### src/rtl/addsub_pkg.sv
package addsub_pkg;
  typedef enum logic [1:0] {ST_IDLE, ST_LOW, ST_HIGH, ST_DONE} seq_state_e;
endpackage

### src/rtl/half_adder_slice.sv
module half_adder_slice #(
  parameter int W = 16
) (
  input  logic [W-1:0] x_i,
  input  logic [W-1:0] y_i,
  input  logic         cin_i,
  output logic [W-1:0] sum_o,
  output logic         cout_o,
  output logic         cmsb_o   // carry into the top bit
);
  logic [W-2:0] low_sum;
  logic         msb_sum;
  always_comb begin
    {cmsb_o, low_sum} = {1'b0, x_i[W-2:0]} + {1'b0, y_i[W-2:0]} + {{(W-1){1'b0}}, cin_i};
    {cout_o, msb_sum} = {1'b0, x_i[W-1]} + {1'b0, y_i[W-1]} + {1'b0, cmsb_o};
    sum_o = {msb_sum, low_sum};
  end
endmodule

### src/rtl/wide_addsub_seq.sv
module wide_addsub_seq #(
  parameter int WIDTH = 32,
  parameter int SLICE = 16
) (
  input  logic             clk_i,
  input  logic             rst_ni,
  input  logic             start_i,
  input  logic             sub_i,
  input  logic [WIDTH-1:0] a_i,
  input  logic [WIDTH-1:0] b_i,
  output logic             busy_o,
  output logic             done_o,
  output logic [WIDTH-1:0] result_o,
  output logic             carry_o,
  output logic             ovf_o
);
  import addsub_pkg::*;
  localparam int HW = WIDTH - SLICE;

  seq_state_e        state_q;
  logic [WIDTH-1:0]  a_q, b_q;
  logic              sub_q, mid_c_q;
  logic [SLICE-1:0]  lo_q;
  logic [SLICE-1:0]  x, y, s;
  logic              cin, cout, cmsb;

  // one shared adder; operand b inverted for subtraction
  always_comb begin
    if (state_q == ST_HIGH) begin
      x   = a_q[WIDTH-1 -: SLICE];
      y   = b_q[WIDTH-1 -: SLICE] ^ {SLICE{sub_q}};
      cin = mid_c_q;
    end else begin
      x   = a_q[SLICE-1:0];
      y   = b_q[SLICE-1:0] ^ {SLICE{sub_q}};
      cin = sub_q;
    end
  end

  half_adder_slice #(.W(SLICE)) u_add (
    .x_i(x), .y_i(y), .cin_i(cin), .sum_o(s), .cout_o(cout), .cmsb_o(cmsb)
  );

  always_ff @(posedge clk_i or negedge rst_ni) begin
    if (!rst_ni) begin
      state_q  <= ST_IDLE;
      a_q      <= '0;
      b_q      <= '0;
      sub_q    <= 1'b0;
      mid_c_q  <= 1'b0;
      lo_q     <= '0;
      result_o <= '0;
      carry_o  <= 1'b0;
      ovf_o    <= 1'b0;
    end else begin
      case (state_q)
        ST_IDLE: if (start_i) begin
          a_q     <= a_i;
          b_q     <= b_i;
          sub_q   <= sub_i;
          state_q <= ST_LOW;
        end
        ST_LOW: begin
          lo_q    <= s;
          mid_c_q <= cout;
          state_q <= ST_HIGH;
        end
        ST_HIGH: begin
          result_o <= {s[HW-1:0], lo_q};
          carry_o  <= cout;
          ovf_o    <= cout ^ cmsb;
          state_q  <= ST_DONE;
        end
        default: state_q <= ST_IDLE;
      endcase
    end
  end

  assign busy_o = (state_q == ST_LOW) || (state_q == ST_HIGH);
  assign done_o = (state_q == ST_DONE);

  assert_busy_len_R2: assert property (@(posedge clk_i) disable iff (!rst_ni)
    $rose(busy_o) |=> busy_o);
  assert_done_after_busy_R2: assert property (@(posedge clk_i) disable iff (!rst_ni)
    $fell(busy_o) |-> done_o);
  assert_done_pulse_R2: assert property (@(posedge clk_i) disable iff (!rst_ni)
    done_o |=> !done_o);
  assert_exclusive_R2: assert property (@(posedge clk_i) disable iff (!rst_ni)
    !(busy_o && done_o));
  assert_hold_R8: assert property (@(posedge clk_i) disable iff (!rst_ni)
    (!done_o && !$rose(done_o)) |-> $stable(result_o));
  assert_ops_latched_R6: assert property (@(posedge clk_i) disable iff (!rst_ni)
    (busy_o && $past(busy_o)) |-> $stable(a_q) && $stable(b_q) && $stable(sub_q));
endmodule

### config.mk
export PLATFORM = sky130hd
export DESIGN_NAME = wide_addsub_seq
export DESIGN_NICKNAME = d
export VERILOG_FILES = /design/src/rtl/addsub_pkg.sv /design/src/rtl/half_adder_slice.sv /design/src/rtl/wide_addsub_seq.sv
export SDC_FILE = /design/constraint.sdc
export NUM_CORES = 1
export LEC_CHECK = 0
export ABC_AREA = 1
export CORE_UTILIZATION = 58
export CTS_CLUSTER_DIAMETER = 120
export DETAILED_ROUTE_END_ITERATION = 8
export PLACE_DENSITY = 0.89
export SLEW_MARGIN = 5
export SYNTH_ARGS = -nofsm -noshare
export SYNTH_HDL_FRONTEND = slang
export SYNTH_SLANG_ARGS = --single-unit
### constraint.sdc
create_clock -name clk_i -period 9.3 [get_ports clk_i]
set_clock_uncertainty 0.15 [all_clocks]
set_input_delay 2.325 -clock clk_i [delete_from_list [all_inputs] [get_ports clk_i]]
set_output_delay 2.325 -clock clk_i [all_outputs]
set_load 0.02 [all_outputs]
==> results of run 1 <==
-- sequential cells by signal, indices dropped and copies added (netlist names) --
| name | flops |
|---|---|
| a_q | 32 |
| b_q | 32 |
| carry_o | 1 |
| lo_q | 16 |
| mid_c_q | 1 |
| ovf_o | 1 |
| result_o | 32 |
| state_q | 2 |
| sub_q | 1 |
-- kinds of logic after synthesis --
kind of cell    count (synthesis)
xor+xnor                       19
buf+inv                        77
simple gates                  335
fa+ha+maj                      21
flops                         118
compound gates                 27
mux                            65
-- final cells by class --
type                       count  area [um^2]
sequential                   118         2950
clock buffer                  20          445
multi-input combinational    467         2810
tap                          136          170
timing repair buffer         105         1040
clock inverter                12          129
inverter                      51          191
fill                         726         2540
-- Yosys cell counts (all sizes together) --
cell type,n,share of area
a21oi,9,0.0080
a221oi,1,0.0014
buf,20,0.024
clkbuf,5,0.0039
dfrtp,118,0.48
dlygate4sd1,1,0.0014
fa,3,0.0098
ha,18,0.037
inv,51,0.031
mux2,63,0.13
mux2i,2,0.0033
nand2,271,0.17
nand3,36,0.033
nand3b,2,0.0025
nand4,3,0.0031
nor2,18,0.013
nor3,1,0.0016
o21ai,17,0.014
or2,4,0.0041
xnor2,2,0.0029
xor2,17,0.024
-- per-layer routing --
layer,up-vias,wire [um],global-route usage
met1,2285,5840,0.348
met2,173,6900,0.461
met5,-,0,0
li1,2295,-,-
met3,27,752,0.0643
met4,0,265,0.104
-- worst max-delay path, stage by stage (launching register included) --
cell             delay, ns
dfrtp_1               0.39
inv_1                 0.09
ha_1                  0.31
clkdlybuf4s50_1       0.60
-- final timing paths --
kind / end / slack, ns / cells past startpoint
max: busy_o / 4.92 / 3
min: result_o[9]$_DFFE_PN0P_ / 0.32 / 2
max reg2reg: ovf_o$_DFFE_PN0P_ / 4.94 / 21
min reg2reg: result_o[9]$_DFFE_PN0P_ / 0.32 / 2
max in group asynchronous: b_q[24]$_DFFE_PN0P_ / 6.06 / 2
min in group asynchronous: a_q[28]$_DFFE_PN0P_ / 1.69 / 1
-- through the flow --
step                      hold WS, ns  instances
after floorplan                 0.298        662
after global placement          0.303        877
after detailed placement        0.307        877
after CTS                       0.321        909
after global routing            0.349        909
final                           0.317        909
==> reports/qor.yml, run 1 <==
fmax_mhz: 229
setup_tns_ns: 0
fin_util: 0.753
wire_per_inst_um: 15.1
layout.nets: 849
cp-start-kind: "flip-flop"
viasPerCell: 5.26
syn-num-nets: 751
wirelength_um: 13800
hold_violations: 0
cts.sinks: 118
cp-end-kind: "output pin"
grt_pass1_wl_um: 23500
cts-root-buf: "clkbuf_8"
muxShareOfSynthArea: 0.135
worst-path-max-fanout: 4
min_from: "result_o[9]$_DFFE_PN0P_"
min_path_type: "reg -> reg"
yosys.area_share.adder: 0.0466
insertion_delay_ns: 0.52
coreArea_um2: 10300
antenna_found_initial: 0
final_cell_mix: "nand2_1, dfrtp_1, clkdlybuf4s50_1, inv_1, mux2_2"
cts_buffers: 17
ys_seq_area_frac: 0.483
fin_crit_ns: 4.38
portBuffers: 103
h-tree-depth: 4
stdcell_area_um2: 7740
cts_tree: "done"
clock_path_buffers: 2
clkSlewWorstSetupHoldPaths_ns: 0.05
worst_pin_slew_ns: 1.10
layout_commonest_cell: "nand2_1"
synth_simple_gate_area_frac: 0.225
syn_inst: 662
antennaDiodeCount: 0
io_pins: 104
cp.required_ns: 6.83
cp.arrival_ns: 1.90
fin_crit_sh: 0.471
grt.overflow.total: 0
synth_top_family_by_area: "simple AND/OR/NAND/NOR gates"
synth_area_um2: 6120
ys_ff_latch: 118
dieWidth_um: 105
cts_resized: 0
status: "complete, no violations"
avgSynthCellArea_um2: 9.24
die_y_um: 105
setup_viol: 0
yosysUniqueCellTypes: 32
slew_headroom: 0.263
cp-startpoint: "state_q[0]$_DFFE_PN0P_"
row_count: 37
drtAntennaViolNets: 0
yosys_warnings: 0
area_delta_synth_final_pct: 26.5
synth_xor_area_frac: 0.0272
maxSlewViolCount: 0
max_cap_violations: 0
start_util: 0.595
fin_ws_ns: 4.92
gp_congestion: 0.875
placedInstanceArea_um2: 7170
drive_gt1_frac: 0.151
timing_worst_setup_path_type: "reg -> out"
dr.first_iter.drc_count: 286
grt_pass1_vias: 4926
vias: 4780
dp_hpwl_um: 9370
route.detailed.drc: 0
die-area_um2: 11000
dp_worst_setup_slack_ns: 5.01
cts_hold_buf: 0
track_usage: 0.275
cts_setup_buffers: 0
rsz0062_at_grt: "no"
grt_max_degree: 73
r2r-start: "state_q[0]$_DFFE_PN0P_"
first_pass_iters: 5
synth_compound_area_frac: 0.0233
Power of run 1 is not shown: default switching activity piles up to over one toggle a cycle in this logic, so the estimate is an artifact.
==> inputs of run 2 (changes only) <==
CORE_UTILIZATION = 48   (was 58)
PLACE_DENSITY = 0.79   (was 0.89)
clock period = 3.6 ns   (was 9.3 ns; I/O delays follow)
==> reports/qor.yml, run 2 (synthesis gave the netlist of run 1 again) <==
worst-path-max-fanout: 14  # +10
drtAntennaViolNets: 0  # unchanged
cts_tree: "done"
final_cell_mix: "nand2_1, dfrtp_1, clkdlybuf4s50_1, inv_1, mux2_2"
cp-end-kind: "flip-flop"
grt.overflow.total: 0  # unchanged
cts_buffers: 17  # unchanged
antennaDiodeCount: 0  # unchanged
setup_viol: 0  # unchanged
start_util: 0.501  # -0.0943
dieWidth_um: 115  # +9.7%
fin_ws_ns: 0.207  # -4.72 ns
worst_hold_path.endpoint: "result_o[1]$_DFFE_PN0P_"
io_pins: 104  # unchanged
worst_pin_slew_ns: 0.760  # -0.344 ns
wirelength_um: 13800  # about the same
clkSlewWorstSetupHoldPaths_ns: 0.06  # about the same
coreArea_um2: 12200  # +19%
r2r-start: "state_q[0]$_DFFE_PN0P_"
cts-root-buf: "clkbuf_16"
antenna_found_initial: 0  # unchanged
insertion_delay_ns: 0.42  # -0.10 ns
cp.arrival_ns: 3.60  # +1.70 ns
grt_pass1_vias: 4867  # -1.2%
fin_crit_ns: 3.39
clock_path_buffers: 2  # unchanged
holdPathStages: 2  # unchanged
viasPerCell: 5.03  # -4.4%
r2r-end: "ovf_o$_DFFE_PN0P_"
timing_worst_setup_path_type: "reg -> reg"
cp.required_ns: 3.80  # -3.03 ns
dp_worst_setup_slack_ns: 0.168  # -4.84 ns
fill_cells: 990  # +36%
dr.first_iter.drc_count: 283  # -1.0%
grt_pass1_wl_um: 23000  # -1.9%
hold_violations: 0  # unchanged
cp-start-kind: "flip-flop"
gp_congestion: 0.995  # +14%
status: "complete, no violations"
dp_hpwl_um: 10000  # +6.7%
grt_max_degree: 62  # -15%
wire_per_inst_um: 14.5  # -4.1%
fmax_mhz: 295
cts.sinks: 118  # unchanged
area_delta_synth_final_pct: 30.6
min_path_type: "reg -> reg"
h-tree-depth: 4  # unchanged
vias: 4766  # -0.29%
die_y_um: 115  # +9.7%
layout_commonest_cell: "nand2_1"
layout.nets: 856  # +0.82%
die-area_um2: 13200  # +20%
maxSlewViolCount: 0  # unchanged
worstRegToRegCells: 19  # -9.5%
slew_headroom: 0.493  # +0.230
top_regs: "a_q: 32 flops, b_q: 32 flops, result_o: 32 flops"
first_pass_iters: 4  # -1
portBuffers: 103  # unchanged
route.detailed.drc: 0  # unchanged
fin_crit_sh: 0.942
rrSetupSlack_ns: 0.21  # -4.73 ns
drive_gt1_frac: 0.164  # +0.0127
max_cap_violations: 0  # unchanged
min_from: "result_o[1]$_DFFE_PN0P_"
row_count: 40  # +8.1%
track_usage: 0.228  # -0.0473
-- run 2: final cells by class --
type,count,area (um^2),area share
clock buffers,19,443,0.0554
clock inverters,13,226,0.0283
inverters,51,194,0.0243
multi-input cells,467,2830,0.354
flip-flops and latches,118,2950,0.370
well taps,168,210,0.0263
repair buffers,112,1140,0.142
-- run 2: worst max-delay path, cell delays in order (launching register included) --
cell and delay, ns:
dfrtp_1 0.41, inv_1 0.10, ha_2 0.24, inv_4 0.09
buf_4 0.19, nand2_1 0.07, nand2_1 0.06, xor2_1 0.15
ha_1 0.43, nand2_1 0.09, nand2_1 0.12, a21oi_2 0.09
nor2_1 0.12, nor2_2 0.06, nand2_1 0.09, inv_1 0.06
fa_1 0.46, nor2_1 0.15, nand3_1 0.11, nand3_2 0.08
-- run 2: through the flow --
step | hold slack (ns) | TNS, ns | std cells | instance area (um^2) | util
3_5_place_dp | 0.310 | 0 | 914 | 7270 | 0.595
4_1_cts | 0.324 | 0 | 946 | 7940 | 0.650
3_3_place_gp | 0.304 | 0 | 914 | 7270 | 0.595
2_1_floorplan | 0.298 | 0 | 662 | 6120 | -
5_1_grt | 0.342 | -0.00164 | 948 | 7990 | 0.654
6_report | 0.318 | 0 | 948 | 7990 | 0.654
-- run 2: repair_timing --
| item | CTS | global route |
|---|---|---|
| endpoints found under the setup margin | 0 | 5 |
| hold buffers | 0 | 0 |
| setup buffers | 0 | 2 |
| gates resized for setup | 0 | 11 |
| endpoints found under the hold margin | 0 | 0 |
-- run 2: worst max path at each step --
stage | startpoint | end | slack (ns)
5_1_grt | state_q[0]$_DFFE_PN0P_ | ovf_o$_DFFE_PN0P_ | -0.002
2_1_floorplan | state_q[0]$_DFFE_PN0P_ | ovf_o$_DFFE_PN0P_ | 0.45
6_report | state_q[0]$_DFFE_PN0P_ | ovf_o$_DFFE_PN0P_ | 0.21
3_3_place_gp | state_q[0]$_DFFE_PN0P_ | ovf_o$_DFFE_PN0P_ | 0.32
4_1_cts | state_q[0]$_DFFE_PN0P_ | ovf_o$_DFFE_PN0P_ | 0.15
3_5_place_dp | state_q[0]$_DFFE_PN0P_ | ovf_o$_DFFE_PN0P_ | 0.17
-- run 2: metal layers --
layer  routed length [um]  global-route usage
met5                    0                   0
met4                  308              0.0952
met3                  634              0.0554
met2                 6620               0.377
met1                 6200               0.287
Power of run 2 is left out for the same reason.
